File: src/rtl/fic_pkg.sv
package fic_pkg;
    localparam int FLD_W  = 3;
    localparam int ADDR_W = 12;

    typedef logic [FLD_W-1:0] fld_t;

    typedef struct packed {
        fld_t                 ifld;
        fld_t                 dfld;
        fld_t                 ibuf;
        logic [2*FLD_W-1:0]   save;
        logic                 pend;
    } fregs_t;

    typedef struct packed {
        logic en;
        logic en_wait;
        logic force_call;
    } gate_t;
endpackage

File: src/rtl/fic_field_regs.sv
module fic_field_regs
    import fic_pkg::*;
#(
    parameter int FW = FLD_W
) (
    input  logic            clk,
    input  logic            rst_n,
    input  logic            cif_i,
    input  logic            cdf_i,
    input  logic            rmf_i,
    input  logic            jmp_i,
    input  logic            jms_i,
    input  logic [FW-1:0]   fld_i,
    input  logic            take_i,
    input  logic            force_i,
    output logic [FW-1:0]   if_o,
    output logic [FW-1:0]   df_o,
    output logic [FW-1:0]   ib_o,
    output logic [2*FW-1:0] sf_o,
    output logic            pend_o
);
    localparam int SW = 2 * FW;

    logic [FW-1:0] if_d, if_q, df_d, df_q, ib_d, ib_q;
    logic [SW-1:0] sf_d, sf_q;
    logic          pend_d, pend_q;

    always_comb begin
        if_d   = if_q;
        df_d   = df_q;
        ib_d   = ib_q;
        sf_d   = sf_q;
        pend_d = pend_q;
        if (take_i) begin
            sf_d   = {if_q, df_q};
            if_d   = '0;
            df_d   = '0;
            ib_d   = '0;
            pend_d = 1'b0;
        end else begin
            if (rmf_i) begin
                ib_d   = sf_q[SW-1:FW];
                df_d   = sf_q[FW-1:0];
                pend_d = 1'b1;
            end
            if (cif_i) begin
                ib_d   = fld_i;
                pend_d = 1'b1;
            end
            if (cdf_i) begin
                df_d = fld_i;
            end
            if ((jmp_i || jms_i) && !force_i) begin
                if_d   = ib_q;
                pend_d = 1'b0;
            end
        end
    end

    always_ff @(posedge clk) begin
        if (!rst_n) begin
            if_q   <= '0;
            df_q   <= '0;
            ib_q   <= '0;
            sf_q   <= '0;
            pend_q <= 1'b0;
        end else begin
            if_q   <= if_d;
            df_q   <= df_d;
            ib_q   <= ib_d;
            sf_q   <= sf_d;
            pend_q <= pend_d;
        end
    end

    assign if_o   = if_q;
    assign df_o   = df_q;
    assign ib_o   = ib_q;
    assign sf_o   = sf_q;
    assign pend_o = pend_q;

    AST_CIF_IF_HOLD: assert property (@(posedge clk) disable iff (!rst_n)
        (cif_i && !jmp_i && !jms_i && !take_i) |=> $stable(if_q));
    AST_CDF_LOAD: assert property (@(posedge clk) disable iff (!rst_n)
        (cdf_i && !take_i) |=> (df_q == $past(fld_i)));
    AST_TAKE_SAVE: assert property (@(posedge clk) disable iff (!rst_n)
        take_i |=> (sf_q == {$past(if_q), $past(df_q)}) && (if_q == '0) && (df_q == '0) && (ib_q == '0));
    AST_FORCED_NO_COPY: assert property (@(posedge clk) disable iff (!rst_n)
        (jms_i && force_i && !take_i) |=> $stable(if_q));
    AST_RMF_LOAD: assert property (@(posedge clk) disable iff (!rst_n)
        (rmf_i && !cif_i && !cdf_i && !take_i) |=> (ib_q == $past(sf_q[SW-1:FW])) && (df_q == $past(sf_q[FW-1:0])));
endmodule

File: src/rtl/fic_irq_gate.sv
module fic_irq_gate
    import fic_pkg::*;
(
    input  logic clk,
    input  logic rst_n,
    input  logic ion_i,
    input  logic iof_i,
    input  logic eoi_i,
    input  logic jms_i,
    input  logic irq_i,
    input  logic pend_i,
    output logic take_o,
    output logic en_o,
    output logic force_o
);
    gate_t g_d, g_q;
    logic  take_w;

    always_comb begin
        take_w = eoi_i && g_q.en && irq_i && !pend_i && !g_q.force_call;
        g_d    = g_q;

        if (iof_i)      g_d.en_wait = 1'b0;
        else if (ion_i) g_d.en_wait = 1'b1;
        else if (eoi_i) g_d.en_wait = 1'b0;

        if (take_w)                      g_d.en = 1'b0;
        else if (iof_i)                  g_d.en = 1'b0;
        else if (eoi_i && g_q.en_wait)   g_d.en = 1'b1;

        if (take_w)     g_d.force_call = 1'b1;
        else if (jms_i) g_d.force_call = 1'b0;
    end

    always_ff @(posedge clk) begin
        if (!rst_n) g_q <= '0;
        else        g_q <= g_d;
    end

    assign take_o  = take_w;
    assign en_o    = g_q.en;
    assign force_o = g_q.force_call;

    AST_ION_NOT_IMMEDIATE: assert property (@(posedge clk) disable iff (!rst_n)
        (ion_i && !eoi_i && !g_q.en) |=> !g_q.en);
    AST_IOF_CLEARS: assert property (@(posedge clk) disable iff (!rst_n)
        iof_i |=> !g_q.en);
    AST_TAKE_FORCES: assert property (@(posedge clk) disable iff (!rst_n)
        take_w |=> (g_q.force_call && !g_q.en));
    AST_NO_EOI_NO_TAKE: assert property (@(posedge clk) disable iff (!rst_n)
        (!eoi_i || !irq_i) |=> !$rose(g_q.force_call));
endmodule

File: src/rtl/fic_addr_ext.sv
module fic_addr_ext
    import fic_pkg::*;
#(
    parameter int FW = FLD_W,
    parameter int AW = ADDR_W
) (
    input  logic [FW-1:0]    if_i,
    input  logic [FW-1:0]    df_i,
    input  logic [AW-1:0]    pc_i,
    input  logic [AW-1:0]    ea_i,
    input  logic             indirect_i,
    output logic [FW+AW-1:0] fetch_o,
    output logic [FW+AW-1:0] data_o
);
    logic [FW-1:0] opnd_fld;

    always_comb begin
        opnd_fld = indirect_i ? df_i : if_i;
        fetch_o  = {if_i, pc_i};
        data_o   = {opnd_fld, ea_i};
    end
endmodule

File: src/rtl/field_int_ctrl.sv
module field_int_ctrl
    import fic_pkg::*;
#(
    parameter int FW = FLD_W,
    parameter int AW = ADDR_W
) (
    input  logic             clk,
    input  logic             rst_n,
    input  logic             cif_i,
    input  logic             cdf_i,
    input  logic             rmf_i,
    input  logic             jmp_i,
    input  logic             jms_i,
    input  logic             ion_i,
    input  logic             iof_i,
    input  logic             eoi_i,
    input  logic [FW-1:0]    fld_i,
    input  logic             irq_i,
    input  logic [AW-1:0]    pc_i,
    input  logic [AW-1:0]    ea_i,
    input  logic             indirect_i,
    output logic [FW+AW-1:0] fetch_addr_o,
    output logic [FW+AW-1:0] data_addr_o,
    output logic [FW-1:0]    if_o,
    output logic [FW-1:0]    df_o,
    output logic [FW-1:0]    ib_o,
    output logic [2*FW-1:0]  sf_o,
    output logic             int_en_o,
    output logic             force_call_o
);
    logic          take_w, pend_w, force_w;
    logic [FW-1:0] if_w, df_w;

    fic_field_regs #(.FW(FW)) u_regs (
        .clk     (clk),
        .rst_n   (rst_n),
        .cif_i   (cif_i),
        .cdf_i   (cdf_i),
        .rmf_i   (rmf_i),
        .jmp_i   (jmp_i),
        .jms_i   (jms_i),
        .fld_i   (fld_i),
        .take_i  (take_w),
        .force_i (force_w),
        .if_o    (if_w),
        .df_o    (df_w),
        .ib_o    (ib_o),
        .sf_o    (sf_o),
        .pend_o  (pend_w)
    );

    fic_irq_gate u_gate (
        .clk     (clk),
        .rst_n   (rst_n),
        .ion_i   (ion_i),
        .iof_i   (iof_i),
        .eoi_i   (eoi_i),
        .jms_i   (jms_i),
        .irq_i   (irq_i),
        .pend_i  (pend_w),
        .take_o  (take_w),
        .en_o    (int_en_o),
        .force_o (force_w)
    );

    fic_addr_ext #(.FW(FW), .AW(AW)) u_addr (
        .if_i       (if_w),
        .df_i       (df_w),
        .pc_i       (pc_i),
        .ea_i       (ea_i),
        .indirect_i (indirect_i),
        .fetch_o    (fetch_addr_o),
        .data_o     (data_addr_o)
    );

    assign if_o         = if_w;
    assign df_o         = df_w;
    assign force_call_o = force_w;

    AST_PEND_BLOCKS_TAKE: assert property (@(posedge clk) disable iff (!rst_n)
        pend_w |-> !take_w);
endmodule

File: config.mk
export PLATFORM = sky130hd
export DESIGN_NAME = field_int_ctrl
export DESIGN_NICKNAME = d
export VERILOG_FILES = /design/src/rtl/fic_pkg.sv /design/src/rtl/fic_field_regs.sv /design/src/rtl/fic_irq_gate.sv /design/src/rtl/fic_addr_ext.sv /design/src/rtl/field_int_ctrl.sv
export SDC_FILE = /design/constraint.sdc
export NUM_CORES = 1
export LEC_CHECK = 0
export BUFFER_PORTS_ARGS = -buffer_cell sky130_fd_sc_hd__buf_2
export CORE_MARGIN = 4
export CORE_UTILIZATION = 38
export DETAILED_ROUTE_END_ITERATION = 10
export PLACE_DENSITY_LB_ADDON = 0.1
export SKIP_CTS_REPAIR_TIMING = 1
export SLEW_MARGIN = 10
export SYNTH_ARGS = -nofsm -noshare
export SYNTH_HDL_FRONTEND = slang
export SYNTH_SLANG_ARGS = --single-unit
File: constraint.sdc
create_clock -name clk -period 1.3 [get_ports clk]
set_input_delay 0.13 -clock clk [delete_from_list [all_inputs] [get_ports clk]]
set_output_delay 0.13 -clock clk [all_outputs]
set_load 0.02 [all_outputs]
==> results of run 1 <==
per-layer routing:
layer  track usage [%]  routed length, um  part of all wire [%]  vias to the layer above
met1              15.0                897                    42                      313
met5                 0                  0                     0                        -
met3              4.75                198                   9.3                       18
li1                  -                  -                     -                      362
met4              6.33                 80                   3.8                        0
met2              19.9                955                    45                       25
path summary, 6_finish.rpt:
check,slack [ns],endpoint,start,cells after the start
min reg2reg,0.48,u_regs.sf_o[1]$_SDFFE_PN0P_,u_regs.sf_o[1]$_SDFFE_PN0P_,2
max reg2reg,0.11,u_regs.if_o[1]$_SDFFE_PP0P_,u_gate.force_o$_SDFFE_PN0P_,3
min,0.05,u_gate.g_q[1]$_SDFFE_PP0P_,ion_i,3
max,0.10,data_addr_o[14],u_regs.if_o[2]$_SDFFE_PP0P_,2
where the power goes:
part | switching, mW | total [mW] | internal, mW
Clock | 0.171 | 0.290 | 0.119
Combinational | 0.0856 | 0.151 | 0.0652
Sequential | 0.0147 | 0.613 | 0.598
stage by stage:
step / worst slack (ns) / power (mW) / area (sq um) / instances
2_1_floorplan: 0.0260 / 0.825 / 1040 / 108
3_3_place_gp: 0.118 / 0.778 / 1070 / 148
3_5_place_dp: 0.124 / 0.779 / 1070 / 148
4_1_cts: 0.0736 / 1.08 / 1090 / 152
5_1_grt: 0.0122 / 1.12 / 1090 / 152
6_report: 0.102 / 1.05 / 1090 / 152
final cells by class:
cell class	instances	share of cell area, %
Clock buffer	4	2.41
Sequential cell	19	34.8
Multi-Input combinational cell	58	40.3
Timing Repair Buffer	39	18.3
Inverter	2	0.687
Tap cell	30	3.44
kinds of logic (layout without fill, tap and decap cells):
family,after synthesis,count (layout)
compound gates,6,6
buf+inv,31,45
flops,19,19
mux,24,24
simple gates,28,28
flip-flops by register name (all words and copies together), names as in the netlist:
name	count
u_regs.df_o	3
u_gate.force_o	1
u_regs.ib_o	3
u_gate.en_o	1
u_gate.g_q	1
u_regs.if_o	3
u_regs.sf_o	6
u_regs.pend_o	1
critical path, delay by kind of cell, from the launching register on:
kind	cells	cell delay [ns]
flip-flops	1	0.35
buffers and inverters	1	0.16
multiplexers	1	0.27
cell usage after synthesis (all sizes together):
master / n
a21oi: 2
buf: 27
clkbuf: 2
dfxtp: 19
inv: 2
mux2: 9
mux2i: 15
nand2: 13
nand2b: 1
nor2: 11
nor2b: 1
nor3: 1
nor4: 1
o21a: 1
o21bai: 1
o31ai: 1
o41ai: 1
==> impl_results.md, run 1 <==
* Largest family of logic cells by synthesized area: multiplexers
* Data arrival, critical path at 1.07 ns
* Initial antenna violation count at 0
* Largest net degree at the start of global routing at 16
* Maxcap violations at 0
* Critical path class: register to primary output
* RSZ-0062 raised after global routing: false
* Share of cells above drive strength 1 at 44.3%
* First-pass iteration count of the detailed router at 4
* Cell Area, Synth at 1040 sq um
* Most frequent cells in the layout: buf_2 (37), dfxtp_1 (19), mux2i_1 (15)
* Reg clk slew, reported paths at 0.10 ns
* Worst path slowest cell: dfxtp_1
* Total GRT Usage at 12.7%
* Adder-cell area share of the yosys netlist at 0%
* # fillers at 264
* Min Tclk post-route at 1.20 ns
* Crit-path max FO at 5
* Leakage at 0.521 nW
* Synth area leader: dfxtp_1
* Fin crit share at 92.1%
* H-Tree Level Count at 1
* Die area at 3630 sq um
* Post-detail-place hpwl at 1.63 mm
* Residual DRC at 0
* CP Launch Type: register
* Hold WS at 0.0462 ns
* Layout Skew at 0.00540 ns
* Worst path cell trace: mux2_2 -> buf_2
* Multi-input gate area at 440 sq um
* Top cell type's share of synthesized area at 36.6%
* Syn Inst Count at 108
* Synth warnings at 0
* Die height at 60.3 um
* First-pass GRT wire length at 3.35 mm
* CTS tree: yes
* Setup tns final at 0 ns
* Vias in the first global route at 682
* Row count at 18
* Library cells used by synthesis at 18
* Mean cell area of the mapped netlist at 9.62 sq um
* Compound-Gate Fraction of Synth Area at 5.78%
* GP Congestion at 0.691
* Peak VDD IR at 0.525 mV
* Peak Freq at 0.835 GHz
* Core region area at 2540 sq um
* DR vias/cell at 4.72
* Sequential cell area fraction in the yosys report at 36.6%
* Max incr delay on CP at 0.35 ns
* Max-slew violations at 0
* Antenna fix cells at 0
* PD cells at 965 nW/um^2
* Synth-to-layout area growth at 5.18%
* Detailed Route Iter0 Violations at 16
* Slew HR at 65.8%
* Status: completed
* Number of synthesized register bits at 19
* Multiplexer area fraction after synthesis at 24.2%
* # IOs at 86
* Commonest non-fill, non-tap cell in the layout: buf_2
* Port buffer count at 37
* Deepest clock path buffer count at 2
* WL/cell at 14.0 um
* Clock latency on the worst-skew pair at 0.29 ns
* Initial Utilization at 40.8%
* Worst slew pin tran at 0.512 ns
* Final Hold Fails at 0
* Final WL at 2.13 mm
* Setup violators final at 0
* Clk sink count at 19
* Req. time, crit path at 1.17 ns
* Final nets at 162
* Grt ovf at 0
* Layout Utilization at 42.9%
* Num CTS Buffers at 3
* Simple logic cell fraction of the synthesized area at 12.4%
* Synth top area cells: dfxtp_1 (37%), buf_4 (20%), mux2i_1 (14%)
* Hold crit path type: input pin to register
* Root Driver: clkbuf_4
* Seq. cell area at 380 sq um
* Routed Antenna Nets at 0
* Xor/xnor share of the synthesized area at 0%
* CP Capture Type: primary output
* Syn_nets at 147
* Total number of vias at 718
* Die X at 60.3 um
No activity file was read; power rests on OpenSTA's default activity.
==> inputs of run 2 (changes only) <==
--- a/config.mk
+++ b/config.mk
@@ -6,7 +6,7 @@
 export NUM_CORES = 1
 export LEC_CHECK = 0
 export BUFFER_PORTS_ARGS = -buffer_cell sky130_fd_sc_hd__buf_2
-export CORE_MARGIN = 4
+export CORE_MARGIN = 5
 export CORE_UTILIZATION = 38
 export DETAILED_ROUTE_END_ITERATION = 10
 export PLACE_DENSITY_LB_ADDON = 0.1
==> constraint.sdc (replaced) <==
create_clock -name clk -period 1.3 [get_ports clk]
set_input_delay 0.065 -clock clk [delete_from_list [all_inputs] [get_ports clk]]
set_output_delay 0.065 -clock clk [all_outputs]
set_load 0.02 [all_outputs]
==> run 2 against run 1 <==
  * Die area is 6.7% higher
  * Largest power group unchanged
  * Critical path type unchanged
  * Largest cell class unchanged
  * Core utilization is 1.8 points lower
  * Global-route usage is 1.1 points lower
  * Combinational power hardly changed
  * Setup slack better by 0.039 ns
  * Sequential share of layout area is 0.39 points lower
==> impl_results.md, run 2 (synthesis results as in run 1) <==
* Status: completed
* Port buffer count at 37
* CP Capture Type: primary output
* Clk sink count at 19
* Maxcap violations at 0
* First-pass GRT wire length at 3.60 mm
* DR vias/cell at 4.68
* Residual DRC at 0
* Deepest clock path buffer count at 2
* Final WL at 2.20 mm
* GP Congestion at 0.735
* Vias in the first global route at 710
* Critical path class: register to primary output
* Die X at 62.3 um
* Peak Freq at 0.863 GHz
* Initial antenna violation count at 0
* WL/cell at 14.3 um
* Synth-to-layout area growth at 6.39%
* Detailed Route Iter0 Violations at 20
* Num CTS Buffers at 3
* Final Hold Fails at 0
* Most frequent cells in the layout: buf_2 (37), dfxtp_1 (19), mux2i_1 (15)
* Routed Antenna Nets at 0
* Setup violators final at 0
* Number of flip-flops in the largest register at 6
* Hold WS at 0.00800 ns
* Final nets at 163
* H-Tree Level Count at 1
* Worst path cell trace: mux2_2 -> buf_2
* Layout Skew at 0.00558 ns
* Antenna fix cells at 0
* Hold crit path type: input pin to register
* # IOs at 86
* Highest metal used: met4
* Data arrival, critical path at 1.09 ns
* Core region area at 2690 sq um
* RSZ-0062 raised after global routing: false
* Grt ovf at 0
* Die area at 3880 sq um
* Die height at 62.3 um
* M1 WL at 976 um
* Root Driver: clkbuf_4
* Total GRT Usage at 11.6%
* Worst path slowest cell: dfxtp_1
* Post-detail-place hpwl at 1.69 mm
* Max-slew violations at 0
* Commonest non-fill, non-tap cell in the layout: buf_2
* Crit-path max FO at 5
* Row count at 19
* Detail Route met2 WL at 966 um
* Share of cells above drive strength 1 at 44.7%
* Leakage at 0.528 nW
* Top Family by Delay on Critical Path: flip-flops
* First-pass iteration count of the detailed router at 4
* PD cells at 972 nW/um^2
* Slew HR at 66.7%
* Initial Utilization at 38.7%
* Peak VDD IR at 0.623 mV
* Setup tns final at 0 ns
* Req. time, crit path at 1.24 ns
* Clock latency on the worst-skew pair at 0.30 ns
* CP bufs+invs at 1
* CTS tree: yes
* Worst slew pin tran at 0.499 ns
* Total number of vias at 721
* Min Tclk post-route at 1.16 ns
* Largest net degree at the start of global routing at 16
* Fin crit share at 89.1%
* Wire length on met3 at 245 um
* CP Launch Type: register
* Reg clk slew, reported paths at 0.12 ns
* Max incr delay on CP at 0.37 ns
-- run 2: changes by cell type in the layout (fill, tap and decap cells not counted) --
cell / delta
dlygate4sd3_1: +1
clkinv_2: +1
clkbuf_1: -1
-- run 2: through the flow --
stage | utilization (%) | cell area, sq um | std cells | power, mW | setup WS, ns
after CTS | 40.8 | 1090 | 153 | 1.09 | 0.115
final | 41.1 | 1100 | 154 | 1.07 | 0.141
after global routing | 41.1 | 1100 | 154 | 1.14 | 0.0373
after floorplan | - | 1040 | 108 | 0.825 | 0.0260
after detailed placement | 39.7 | 1070 | 149 | 0.779 | 0.159
after global placement | 39.7 | 1070 | 149 | 0.778 | 0.173
-- run 2: path summary, 6_finish.rpt --
| kind | from | endpoint | slack [ns] | cells after the start |
|---|---|---|---|---|
| worst min-delay path | fld_i[2] | u_regs.df_o[2]$_SDFFE_PP0P_ | 0.008 | 3 |
| worst max register to register | u_gate.force_o$_SDFFE_PN0P_ | u_regs.if_o[2]$_SDFFE_PP0P_ | 0.14 | 3 |
| worst min register to register | u_regs.sf_o[5]$_SDFFE_PN0P_ | u_regs.sf_o[5]$_SDFFE_PN0P_ | 0.48 | 2 |
| worst max-delay path | u_regs.if_o[1]$_SDFFE_PP0P_ | data_addr_o[13] | 0.14 | 2 |
-- run 2: tightest hold or removal path, stage by stage --
cell and delay, ns:
buf_2 0.09, mux2i_1 0.06, nor2_1 0.07
-- run 2: final cells by class --
cell class              instances  area [sq um]
flip-flops and latches         19           380
clock buffers                   3          22.5
well taps                      31          38.8
fillers                       304          1580
clock inverters                 1          5.00
inverters                       2          7.51
multi-input cells              58           440
repair buffers                 40           210
-- run 2: where the power goes --
group | total [mW] | internal [mW] | switching [mW] | leakage [nW]
Combinational | 0.153 | 0.0671 | 0.0862 | 0.356
Sequential | 0.613 | 0.598 | 0.0147 | 0.155
Clock | 0.308 | 0.115 | 0.193 | 0.0177
Total | 1.07 | 0.780 | 0.294 | 0.528
-- run 2: routing by layer --
layer	vias up	GRT usage [%]
li1	366	-
met3	2	6.85
met4	0	3.18
met1	316	13.6
met2	37	17.9
met5	-	0
==> inputs of run 3 (changes only) <==
--- a/config.mk
+++ b/config.mk
@@ -6,12 +6,15 @@
 export NUM_CORES = 1
 export LEC_CHECK = 0
 export BUFFER_PORTS_ARGS = -buffer_cell sky130_fd_sc_hd__buf_2
+export CORE_ASPECT_RATIO = 0.7
 export CORE_MARGIN = 5
-export CORE_UTILIZATION = 38
+export CORE_UTILIZATION = 39
 export DETAILED_ROUTE_END_ITERATION = 10
+export HOLD_SLACK_MARGIN = 0.03
 export PLACE_DENSITY_LB_ADDON = 0.1
 export SKIP_CTS_REPAIR_TIMING = 1
 export SLEW_MARGIN = 10
 export SYNTH_ARGS = -nofsm -noshare
 export SYNTH_HDL_FRONTEND = slang
+export SYNTH_HIERARCHICAL = 1
 export SYNTH_SLANG_ARGS = --single-unit
==> run 3 against run 2 <==
  * Synthesized area is 7.3% higher
  * Sequential cell count stayed put
  * Via count is 10% higher
  * Register-to-register slack worse by 0.098 ns
  * Largest power group unchanged
==> impl_results.md, run 3 <==
* Min Tclk post-route at 1.26 ns
* Layout Utilization at 44.4%
* Hold crit path type: input pin to register
* Crit-path max FO at 7
* DR vias/cell at 4.97
* Net Sw Power at 0.312 mW
* Synth top area cells: dfxtp_1 (34%), buf_4 (19%), mux2i_1 (8.1%)
* Clock power frac at 34.0%
* Req. time, crit path at 1.45 ns
* Peak VDD IR at 0.405 mV
* # IOs at 86
* Worst Reg-to-Reg Cells at 4
* Critical path class: register to register
* Syn Inst Count at 107
* Deepest clock path buffer count at 2
* Clk sink count at 19
* Vias in the first global route at 748
* Routed Antenna Nets at 0
* Most frequent cells in the layout: buf_2 (37), dfxtp_1 (17), mux2i_1 (9)
* Top cell type's share of synthesized area at 34.1%
* First-pass iteration count of the detailed router at 4
* Sw Ratio at 25.6%
* H-Tree Level Count at 1
* Share of cells above drive strength 1 at 50.8%
* Commonest non-fill, non-tap cell in the layout: buf_2
* Library cells used by synthesis at 23
* Detailed Route Iter0 Violations at 19
* Logic pwr share at 15.1%
* Setup violators final at 0
* First-pass GRT wire length at 3.76 mm
* Synth-to-layout area growth at 9.99%
* Cell Area, Synth at 1110 sq um
* Sequential share of power at 50.9%
* Total GRT Usage at 12.8%
* RSZ-0062 raised after global routing: true
* R2R Setup Slk at 0.04 ns
* Fin crit share at 96.7%
* CP Launch Point: u_gate/force_o$_SDFFE_PN0P_
* Root Driver: clkbuf_8
* Sequential cell area fraction in the yosys report at 34.1%
* Clock latency on the worst-skew pair at 0.26 ns
* Number of synthesized register bits at 19
* Number of flip-flops in the largest register at 6
* Synth cell count leaders: buf_4 (28), dfxtp_1 (19), mux2i_1 (9), nand2b_1 (7), nand3b_1 (7)
* Die height at 54.7 um
* Most numerous cell in the Yosys netlist: buf_4
* Multi-input gate area at 527 sq um
* Die X at 73.9 um
* Leakage at 0.621 nW
* GP Congestion at 0.706
* P_int at 0.907 mW
* Post-synth EDFFs at 0
* CP Launch Type: register
* Reg clk slew, reported paths at 0.07 ns
* Initial antenna violation count at 0
* Max-slew violations at 0
* Residual DRC at 0
* Layout Skew at 0.00317 ns
* CTS tree: yes
* Num CTS Buffers at 3
* Seq. cell area at 383 sq um
* Final Hold Fails at 0
* R2R Path Start: u_gate/force_o$_SDFFE_PN0P_
* Peak Freq at 0.796 GHz
* Core region area at 2760 sq um
* PD cells at 994 nW/um^2
* Row count at 16
* Synth area leader: dfxtp_1
* Data arrival, critical path at 1.41 ns
* Mean cell area of the mapped netlist at 10.4 sq um
* Grt ovf at 0
* Total number of vias at 795
* R2r endpoint: u_regs/sf_o[3]$_SDFFE_PN0P_
* Port buffer count at 37
* Initial Utilization at 40.4%
* Ys flop type: dfxtp_1
* Setup tns final at 0 ns
* Die area at 4040 sq um
* # fillers at 282
* Slew HR at 82.3%
* Post-detail-place hpwl at 1.86 mm
* Worst slew pin tran at 0.262 ns
* Design Power at 1.22 mW
* WL/cell at 15.7 um
* Status: completed
* Pre-CTS setup slack at -0.0329 ns
* Syn_nets at 146
* Antenna fix cells at 0
* Synth warnings at 6
* Async SR Flop Fraction at 0%
* End of the critical path: u_regs/sf_o[3]$_SDFFE_PN0P_
* Final nets at 164
* Setup slack after layout at 0.0429 ns
* Final WL at 2.52 mm
* Largest net degree at the start of global routing at 16
* CP Capture Type: register
* Maxcap violations at 0
==> run 3: cells by family after synthesis <==
logic type | Yosys count | share of synthesized area, %
AO/OA/AOI/OAI | 11 | 9.09
flip-flops | 19 | 34.1
AND/OR/NAND/NOR | 28 | 17.1
multiplexers | 18 | 19.2
buffers and inverters | 31 | 20.5
==> run 3: worst min path at each step <==
stage                        from                          to  cells past startpoint
after floorplan             irq_i    u_gate/en_o$_SDFFE_PP0P_                      1
after global placement    ea_i[9]              data_addr_o[9]                      0
after detailed placement  ea_i[9]              data_addr_o[9]                      0
after CTS                   irq_i    u_gate/en_o$_SDFFE_PP0P_                      2
after global routing        irq_i    u_gate/en_o$_SDFFE_PP0P_                      2
final                       ion_i  u_gate/g_q[1]$_SDFFE_PP0P_                      3
==> run 3: power groups by stage <==
stage          registers, mW  logic [mW]  clock network (mW)
4_1_cts                0.621       0.183               0.431
3_3_place_gp           0.633       0.181                   0
2_1_floorplan          0.650       0.203                   0
3_5_place_dp           0.634       0.183                   0
6_report               0.620       0.185               0.414
5_1_grt                0.624       0.201               0.459
==> run 3: routing by layer <==
metal | wire length, um | up-vias | track usage, %
met3 | 185 | 20 | 4.59
met2 | 1100 | 28 | 19.0
met4 | 91 | 0 | 8.43
met1 | 1140 | 371 | 15.6
li1 | - | 376 | -
met5 | 0 | - | 0
==> run 3: layout make-up <==
| cell class | count | share of cell area, % |
|---|---|---|
| inverter | 1 | 0.306 |
| multi-input combinational | 58 | 43.0 |
| timing repair buffer | 42 | 18.2 |
| clock buffer | 4 | 3.67 |
| tap | 36 | 3.67 |
| sequential | 19 | 31.2 |
==> run 3: stage by stage <==
| step | hold slack [ns] | std cells | cell area, sq um |
|---|---|---|---|
| 3_5_place_dp | 0.130 | 154 | 1150 |
| 2_1_floorplan | 0.148 | 107 | 1120 |
| 4_1_cts | 0.0101 | 158 | 1200 |
| 5_1_grt | 0.0540 | 160 | 1230 |
| 6_report | 0.0441 | 160 | 1230 |
| 3_3_place_gp | 0.130 | 154 | 1150 |
==> run 3: critical path, stage by stage (launching register included) <==
cell and delay (ns):
dfxtp_2 0.32, and4bb_1 0.31, and2_4 0.25, mux2i_1 0.20
nor2b_1 0.06
